--- src/rtl/acc_cpu_pkg.sv ---
package acc_cpu_pkg;
  localparam int OP_W = 4;

  typedef enum logic [3:0] {
    ST_RESET, ST_FETCH, ST_PAUSE, ST_HALT,
    ST_LDI, ST_LDD, ST_LDX, ST_STD, ST_STX,
    ST_JMP, ST_JZ, ST_ADD, ST_AND
  } state_t;

  function automatic state_t decode_op(input logic [OP_W-1:0] op);
    case (op)
      4'h1:    return ST_LDI;
      4'h2:    return ST_LDD;
      4'h3:    return ST_LDX;
      4'h4:    return ST_STD;
      4'h5:    return ST_STX;
      4'h6:    return ST_JMP;
      4'h7:    return ST_JZ;
      4'hA:    return ST_ADD;
      4'hD:    return ST_AND;
      default: return ST_HALT;
    endcase
  endfunction
endpackage

--- src/rtl/acc_cpu_alu.sv ---
module acc_cpu_alu #(
  parameter int WIDTH = 16
) (
  input  logic             sel_and,
  input  logic [WIDTH-1:0] lhs,
  input  logic [WIDTH-1:0] rhs,
  output logic [WIDTH-1:0] result
);
  always_comb begin
    if (sel_and) result = lhs & rhs;
    else         result = lhs + rhs;
  end
endmodule

--- src/rtl/acc_cpu_seq.sv ---
module acc_cpu_seq
  import acc_cpu_pkg::*;
#(
  parameter int WIDTH  = 16,
  parameter int TICK_W = 3
) (
  input  logic              clk,
  input  logic              rst,
  input  logic              proceed,
  input  logic [WIDTH-1:0]  rdata,
  input  logic [WIDTH-1:0]  alu_res,
  output state_t            state,
  output logic [TICK_W-1:0] tick,
  output logic [WIDTH-1:0]  pc,
  output logic [WIDTH-1:0]  ireg,
  output logic [WIDTH-1:0]  acc,
  output logic [WIDTH-1:0]  iar
);
  localparam int OPERAND_W = WIDTH - OP_W;

  logic [WIDTH-1:0] imm;
  state_t           entry;

  assign imm   = {{OP_W{1'b0}}, ireg[OPERAND_W-1:0]};
  assign entry = decode_op(ireg[WIDTH-1 -: OP_W]);

  always_ff @(posedge clk) begin
    if (rst) begin
      state <= ST_RESET;
      tick  <= '0;
      pc    <= '0;
      ireg  <= '0;
      acc   <= '0;
      iar   <= '0;
    end else begin
      tick <= tick + TICK_W'(1);
      case (state)
        ST_RESET: begin
          state <= ST_FETCH;
          tick  <= '0;
        end
        ST_FETCH: begin
          if (tick == TICK_W'(1)) ireg <= rdata;
          if (tick == TICK_W'(2)) begin
            pc    <= pc + WIDTH'(1);
            tick  <= '0;
            state <= proceed ? entry : ST_PAUSE;
          end
        end
        ST_PAUSE: begin
          tick <= '0;
          if (proceed) state <= entry;
        end
        ST_HALT: tick <= '0;
        ST_LDI: begin
          acc   <= imm;
          state <= ST_FETCH;
          tick  <= '0;
        end
        ST_JMP: begin
          pc    <= imm;
          state <= ST_FETCH;
          tick  <= '0;
        end
        ST_JZ: begin
          if (acc == '0) pc <= imm;
          state <= ST_FETCH;
          tick  <= '0;
        end
        ST_LDD, ST_ADD, ST_AND: begin
          if (tick == TICK_W'(1)) acc <= (state == ST_LDD) ? rdata : alu_res;
          if (tick == TICK_W'(2)) begin
            state <= ST_FETCH;
            tick  <= '0;
          end
        end
        ST_LDX: begin
          if (tick == TICK_W'(1)) iar <= rdata;
          if (tick == TICK_W'(4)) acc <= rdata;
          if (tick == TICK_W'(5)) begin
            state <= ST_FETCH;
            tick  <= '0;
          end
        end
        ST_STD: begin
          if (tick == TICK_W'(4)) begin
            state <= ST_FETCH;
            tick  <= '0;
          end
        end
        ST_STX: begin
          if (tick == TICK_W'(1)) iar <= rdata;
          if (tick == TICK_W'(7)) begin
            state <= ST_FETCH;
            tick  <= '0;
          end
        end
        default: begin
          state <= ST_HALT;
          tick  <= '0;
        end
      endcase
    end
  end


  fetch_ireg_capture_chk: assert property (@(posedge clk) disable iff (rst)
    (state == ST_FETCH && tick == TICK_W'(1)) |=> (ireg == $past(rdata)));


  fetch_pc_step_chk: assert property (@(posedge clk) disable iff (rst)
    (state == ST_FETCH && tick == TICK_W'(2)) |=> (pc == $past(pc) + WIDTH'(1)));


  imm_load_chk: assert property (@(posedge clk) disable iff (rst)
    (state == ST_LDI) |=> (acc == $past(imm) && state == ST_FETCH));


  halt_hold_chk: assert property (@(posedge clk) disable iff (rst)
    (state == ST_HALT) |=> (state == ST_HALT));


  pause_on_low_proceed_chk: assert property (@(posedge clk) disable iff (rst)
    (state == ST_FETCH && tick == TICK_W'(2) && !proceed) |=> (state == ST_PAUSE));
endmodule

--- src/rtl/acc_cpu_bus.sv ---
module acc_cpu_bus
  import acc_cpu_pkg::*;
#(
  parameter int WIDTH  = 16,
  parameter int TICK_W = 3
) (
  input  logic              clk,
  input  logic              rst,
  input  state_t            state,
  input  logic [TICK_W-1:0] tick,
  input  logic [WIDTH-1:0]  pc,
  input  logic [WIDTH-1:0]  dir_addr,
  input  logic [WIDTH-1:0]  acc,
  input  logic [WIDTH-1:0]  iar,
  output logic              mem_en,
  output logic              mem_rw,
  output logic [WIDTH-1:0]  mem_addr,
  output logic              addr_drive,
  output logic [WIDTH-1:0]  mem_wdata,
  output logic              data_drive
);
  always_ff @(negedge clk) begin
    if (rst) begin
      mem_en     <= 1'b0;
      mem_rw     <= 1'b1;
      mem_addr   <= '0;
      addr_drive <= 1'b0;
      mem_wdata  <= '0;
      data_drive <= 1'b0;
    end else begin
      case (state)
        ST_FETCH, ST_LDD, ST_ADD, ST_AND: begin
          if (tick == TICK_W'(0)) begin
            mem_en     <= 1'b1;
            addr_drive <= 1'b1;
            mem_addr   <= (state == ST_FETCH) ? pc : dir_addr;
          end
          if (tick == TICK_W'(2)) begin
            mem_en     <= 1'b0;
            addr_drive <= 1'b0;
          end
        end
        ST_LDX, ST_STX: begin
          if (tick == TICK_W'(0)) begin
            mem_en     <= 1'b1;
            addr_drive <= 1'b1;
            mem_addr   <= dir_addr;
          end
          if (tick == TICK_W'(2)) begin
            mem_en     <= 1'b0;
            addr_drive <= 1'b0;
          end
          if (tick == TICK_W'(3)) begin
            mem_en     <= 1'b1;
            addr_drive <= 1'b1;
            mem_addr   <= iar;
          end
          if (state == ST_LDX && tick == TICK_W'(5)) begin
            mem_en     <= 1'b0;
            addr_drive <= 1'b0;
          end
          if (state == ST_STX && tick == TICK_W'(4)) begin
            mem_rw     <= 1'b0;
            data_drive <= 1'b1;
            mem_wdata  <= acc;
          end
          if (state == ST_STX && tick == TICK_W'(6)) mem_rw <= 1'b1;
          if (state == ST_STX && tick == TICK_W'(7)) begin
            mem_en     <= 1'b0;
            addr_drive <= 1'b0;
            data_drive <= 1'b0;
          end
        end
        ST_STD: begin
          if (tick == TICK_W'(0)) begin
            mem_en     <= 1'b1;
            addr_drive <= 1'b1;
            mem_addr   <= dir_addr;
          end
          if (tick == TICK_W'(1)) begin
            mem_rw     <= 1'b0;
            data_drive <= 1'b1;
            mem_wdata  <= acc;
          end
          if (tick == TICK_W'(3)) mem_rw <= 1'b1;
          if (tick == TICK_W'(4)) begin
            mem_en     <= 1'b0;
            addr_drive <= 1'b0;
            data_drive <= 1'b0;
          end
        end
        default: ;
      endcase
    end
  end


  enable_drives_addr_chk: assert property (@(posedge clk) disable iff (rst)
    mem_en |-> addr_drive);


  write_needs_bus_chk: assert property (@(posedge clk) disable iff (rst)
    !mem_rw |-> (mem_en && addr_drive && data_drive));


  write_addr_hold_chk: assert property (@(posedge clk) disable iff (rst)
    (!mem_rw && $past(!mem_rw)) |-> ($stable(mem_addr) && $stable(mem_wdata)));


  halt_bus_idle_chk: assert property (@(posedge clk) disable iff (rst)
    (state == ST_HALT && $past(state == ST_HALT)) |-> (!mem_en && mem_rw));
endmodule

--- src/rtl/acc_cpu.sv ---
module acc_cpu
  import acc_cpu_pkg::*;
#(
  parameter int WIDTH  = 16,
  parameter int TICK_W = 3
) (
  input  logic             clk,
  input  logic             rst,
  input  logic             proceed,
  input  logic [WIDTH-1:0] mem_rdata,
  output logic             mem_en,
  output logic             mem_rw,
  output logic [WIDTH-1:0] mem_addr,
  output logic             addr_drive,
  output logic [WIDTH-1:0] mem_wdata,
  output logic             data_drive
);
  localparam int OPERAND_W = WIDTH - OP_W;

  state_t            state;
  logic [TICK_W-1:0] tick;
  logic [WIDTH-1:0]  pc, ireg, acc, iar, alu_res, dir_addr;

  assign dir_addr = {{OP_W{1'b0}}, ireg[OPERAND_W-1:0]};

  acc_cpu_alu #(.WIDTH(WIDTH)) u_alu (
    .sel_and (state == ST_AND),
    .lhs     (acc),
    .rhs     (mem_rdata),
    .result  (alu_res)
  );

  acc_cpu_seq #(.WIDTH(WIDTH), .TICK_W(TICK_W)) u_seq (
    .clk     (clk),
    .rst     (rst),
    .proceed (proceed),
    .rdata   (mem_rdata),
    .alu_res (alu_res),
    .state   (state),
    .tick    (tick),
    .pc      (pc),
    .ireg    (ireg),
    .acc     (acc),
    .iar     (iar)
  );

  acc_cpu_bus #(.WIDTH(WIDTH), .TICK_W(TICK_W)) u_bus (
    .clk        (clk),
    .rst        (rst),
    .state      (state),
    .tick       (tick),
    .pc         (pc),
    .dir_addr   (dir_addr),
    .acc        (acc),
    .iar        (iar),
    .mem_en     (mem_en),
    .mem_rw     (mem_rw),
    .mem_addr   (mem_addr),
    .addr_drive (addr_drive),
    .mem_wdata  (mem_wdata),
    .data_drive (data_drive)
  );
endmodule

--- config.mk ---
export PLATFORM = sky130hd
export DESIGN_NAME = acc_cpu
export DESIGN_NICKNAME = d
export VERILOG_FILES = /design/src/rtl/acc_cpu_pkg.sv /design/src/rtl/acc_cpu_alu.sv /design/src/rtl/acc_cpu_seq.sv /design/src/rtl/acc_cpu_bus.sv /design/src/rtl/acc_cpu.sv
export SDC_FILE = /design/constraint.sdc
export NUM_CORES = 1
export LEC_CHECK = 0
export ABC_AREA = 1
export BUFFER_PORTS_ARGS = -buffer_cell sky130_fd_sc_hd__buf_4
export CAP_MARGIN = 10
export CELL_PAD_IN_SITES_DETAIL_PLACEMENT = 1
export CELL_PAD_IN_SITES_GLOBAL_PLACEMENT = 1
export CORE_UTILIZATION = 43
export DETAILED_ROUTE_END_ITERATION = 6
export PLACE_DENSITY = 0.83
export RECOVER_POWER = 50
export SETUP_SLACK_MARGIN = 0.1
export SLEW_MARGIN = 20
export SYNTH_ARGS = -nofsm -noshare
export SYNTH_HDL_FRONTEND = slang
export SYNTH_SLANG_ARGS = --single-unit
--- constraint.sdc ---
create_clock -name clk -period 2.8 [get_ports clk]
set_clock_uncertainty 0.15 [all_clocks]
set_input_delay 0.28 -clock clk [delete_from_list [all_inputs] [get_ports clk]]
set_output_delay 0.28 -clock clk [all_outputs]
set_load 0.005 [all_outputs]
---- Word-level counts from Yosys, hierarchy flattened ----
Memories as Yosys holds them, arrays and structs flattened. A register that Yosys moved wholly into a read port is not among the register bits.
Cells that the tools add are included.
word-level totals
  register bits ........................... 107
  ROM bits ................................ 64
  logic and storage cells ................. 132
  output and inout bits ................... 36
  bits of input ports ..................... 19
  memories kept ........................... 1
memories
  name             depth  width  read ports  clocked after memory_dff  write ports  RTL line           text
  (no name shown)  16     4      1           1                         0            acc_cpu_pkg.sv:11  case (op)
cells by class
  multiplexer cells ....................... 55
  add/subtract/negate cells ............... 3
  reduce and logical (&&, ||, !) cells .... 24
  equal/unequal tests ..................... 35
  bitwise operators ....................... 2
operator list
  cell                                            count
  two-way mux 16 bit                              12
  case mux 16 bit (3 select lines)                3
  two-way mux 4 bit                               9
  case mux 16 bit (2 select lines)                1
  case mux 4 bit (8 select lines)                 1
  == test 4 bit (second input constant)           5
  two-way mux 1 bit                               20
  adder 16 x 1 -> 16 bit (second input constant)  1
  adder 16 bit                                    1
  bitwise AND 16 bit                              1
  == test 4 x 3 -> 1 bit (second input constant)  4
  zero test 16 bit                                1
  AND reduction 3 bit                             5
  != test 2 x 1 -> 1 bit (second input constant)  7
  == test 3 bit (second input constant)           4
  two-way mux 3 bit                               4
  != test 3 x 1 -> 1 bit (second input constant)  4
  case mux 3 bit (4 select lines)                 1
  != test 2 bit (second input constant)           5
  nonzero test 3 bit                              3
  == test 4 x 2 -> 1 bit (second input constant)  2
  OR reduction 4 bit                              2
  AND reduction 7 bit                             1
  == test 3 x 2 -> 1 bit (second input constant)  2
  other kinds (13)                                20

---- Longest topological paths before layout ----
  depth after elaboration ................. 7
  mapped depth ............................ 14
  depth with buffers taken out ............ 13

---- By module ----
A second synthesis with hierarchy kept.
unflattened totals
  cells, all modules ...................... 1319
  area, all modules ....................... 7787.5 µm²
by module, submodules not included
  module       instances  cells an instance  area each (µm²)  seq. area each (µm²)
  acc_cpu_seq  1          700                4255.3           1501.4
  acc_cpu_bus  1          391                2389.8           720.7
  acc_cpu_alu  1          222                1117.3           0.0
  acc_cpu      1          6                  25.0             0.0

==> metrics.csv <==
stage;metric;value;unit
outcome;status;finished with violations;
outcome;violated checks;negative setup slack;
global_route;vias in the first global route;9266;
floorplan;Rows;46;
synth;Distinct cells, synth;45;
worst_setup_path;CP arrival;2330;ps
floorplan;# IOs;55;
sta;final worst slack;-790;ps
synth;synthesized cell area;0.00707;sq mm
synth;Yosys warnings;0;
global_route;global-route wire length before repair;50900;microns
worst_setup_path;Bufs and invs on worst path;2;
route;total wire length;39800;microns
synth;Seq/Total Area, Yosys;31.4;%
route;number of remaining DRC errors;0;
worst_setup_path;worst path cell trace;inv_2, ha_4, nand2_8, inv_8, nand2_1, o21ai_4, nand2_1, o211ai_1, o211ai_1, nand2_2, a21oi_1;
placed_design;placed cell count;1407;
synth;post-synth top area cell;dfxtp_1;
sta;final hold violation count;0;
cells_and_area;# fillers;2082;
sta;Slew Viols, Final;0;
cells_and_area;most frequent cells in the layout;235 x nand2_1, 161 x inv_1, 129 x buf_4;
floorplan;initial core utilization;44.3;%
pwr;leakage power;4.63;nW
placed_design;dpl cell area;0.00842;sq mm
clock_network;CTS HTree Levels;3;
clock_network;clock sinks;111;
global_route;largest net degree at the start of global routing;50;
route;DRT Pass-1 Iters;7;
worst_setup_path;crit path launch type;register;
cells_and_area;area grow syn2layout;38.6;%
clock_network;Root Driver;clkbuf_16;
route;Via Count;9546;
sta;Worst-Margin Slew;1130;ps
floorplan;DIE AREA;0.0170;sq mm
cells_and_area;layout cells sized above 1;27.4;%
worst_setup_path;Critical Path Fanout Max;24;
global_route;grt total ovfl;0;
synth;share of the synthesized area in the top cell type;31.4;%
pwr;Max IR drop VDD;0.585;mV
placed_design;number of port buffers;54;
pwr;pwr dens;993;mW/mm^2
sta;RSZ-0062 raised after global routing;true;
synth;synthesized area per cell;6.44;sq um
floorplan;die extent in x;130;microns
hold_path;Worst Hold Class;primary input to register;
cells_and_area;register area;0.00229;sq mm
cells_and_area;most common cell after layout, fill and taps aside;nand2_1;
cells_and_area;Finished Layout Cells;1508;
worst_setup_path;critical path's largest stage delay;340;ps
clock_network;Clock Path Buffers;2;
cells_and_area;final instance area;0.00980;sq mm
route;DRT iter0 DRCs;1169;
route;DR vias/cell;6.33;
cells_and_area;Multi-input gate area;0.00451;sq mm
cells_and_area;Final Net Count;1334;
sta;final setup violation count;37;
synth;post-synthesis instance total;1097;
worst_setup_path;crit end category;register;
synth;Syn Nets;1145;
sta;WHS;98.4;ps
clock_network;Worst-Skew Late Latency;390;ps
worst_setup_path;Crit path max-delay family;simple AND/OR/NAND/NOR gates;
floorplan;Core Box Area;0.0159;sq mm
route;antenna viol nets, final;0;
placed_design;Place WS;-514;ps
floorplan;die height;130;microns
placed_design;final RePlAce weighted congestion;0.910;
clock_network;Reg clk slew, reported paths;90;ps
run;max-cap viol count;0;
synth;ranking of synthesized cells by area;dfxtp_1 31%, nand2_1 14%, o21ai_0 8.9%;
worst_setup_path;flop2flop setup slack;-790;ps
synth;FF+latch count, synth;111;
global_route;Tot GR Track Use;39.7;%
worst_setup_path;crit path max-delay cell type;dfxtp_2;
route;Routed WL per cell;26.4;microns
clock_network;CTS tree;built;
worst_setup_path;Setup CP Type;register to register;
placed_design;post-detail-place hpwl;19700;microns
global_route;initial antenna violation count;5;
worst_setup_path;Worst EP required;1540;ps
clock_network;cts bufs inserted;9;
sta;Slew Limit Headroom;24.6;%
cells in the mapped netlist (all sizes together):
cell type,number
a211oi,2
a21boi,5
a21oi,89
a31oi,8
a41oi,2
buf,17
clkbuf,26
clkinv,3
dfxtp,111
fa,1
ha,28
inv,145
nand2,272
nand3,58
nand3b,5
nand4,8
nor2,106
nor3,12
nor3b,1
nor4,1
o211ai,31
o21a,1
o21ai,139
o21bai,2
o221ai,3
o22ai,8
o31ai,1
or2,2
xnor2,4
xor2,6
per-layer routing:
metal  GRT usage (%)  share of wire (%)  up-vias
li1                -                  -     3993
met1            45.3                 36     4547
met2            66.7                 45      707
met3            9.02                 11      297
met4            26.0                8.5        2
met5               0              0.030        -
registers in the layout, indices dropped and copies added (netlist names):
signal            count
u_bus.mem_wdata      16
u_bus.mem_en          1
u_seq.tick            3
u_seq.state           4
u_seq.iar            16
u_seq.pc             16
u_bus.mem_rw          1
u_seq.entry           4
u_seq.ireg           16
u_bus.mem_addr       16
u_bus.data_drive      1
u_seq.acc            16
u_bus.addr_drive      1
per-stage QoR:
step / util, % / setup TNS (ps) / total power [mW]
6_report: 61.5 / -16960 / 9.73
5_1_grt: 61.4 / -18640 / 10.0
4_1_cts: 59.3 / -11330 / 8.63
3_5_place_dp: 52.8 / -14090 / 6.07
3_3_place_gp: 52.8 / -11990 / 5.93
2_1_floorplan: - / -8260 / 4.57
repair_timing:
action | CTS | global route
endpoints found under the hold margin | 0 | 0
setup buffers | 31 | 12
gates resized for setup | 93 | 70
cloned | 4 | 2
setup endpoints to repair | 61 | 70
pin swaps | 27 | 18
hold buffers | 0 | 0
worst min-delay path, cell delays in order:
cell	delay, ps
buf_4	150
inv_1	90
a21oi_1	70
layout make-up:
type	instances	share of cell area, %
Timing Repair inverter	1	0.166
Antenna cell	1	0.0255
Multi-Input combinational cell	798	46.0
Inverter	147	6.02
Clock buffer	11	2.81
Sequential cell	111	23.3
Tap cell	216	2.76
Timing Repair Buffer	182	17.0
Clock inverter	41	1.88
cell families after synthesis:
family / synth area share [%]
adder cells (fa/ha/maj): 5.24
AO/OA/AOI/OAI: 22.9
AND/OR/NAND/NOR: 28.6
XOR/XNOR: 1.24
buffers and inverters: 10.6
flip-flops: 31.4
worst paths after layout:
check / start / end / cells past startpoint
worst min-delay path: mem_rdata[8] / u_seq.iar[8] / 3
worst max-delay path: u_seq.tick[0] / u_bus.mem_addr[1] / 11
worst max register to register: u_seq.tick[0] / u_bus.mem_addr[1] / 11
worst min register to register: u_bus.mem_wdata[14] / u_bus.mem_wdata[14] / 2
where the power goes:
part / leakage [nW] / switching [mW] / internal, mW
logic: 3.36 / 3.46 / 2.27
registers: 0.918 / 0.334 / 1.89
clock network: 0.354 / 0.983 / 0.803
total: 4.63 / 4.77 / 4.96
Power figures use the tool's default switching activity.
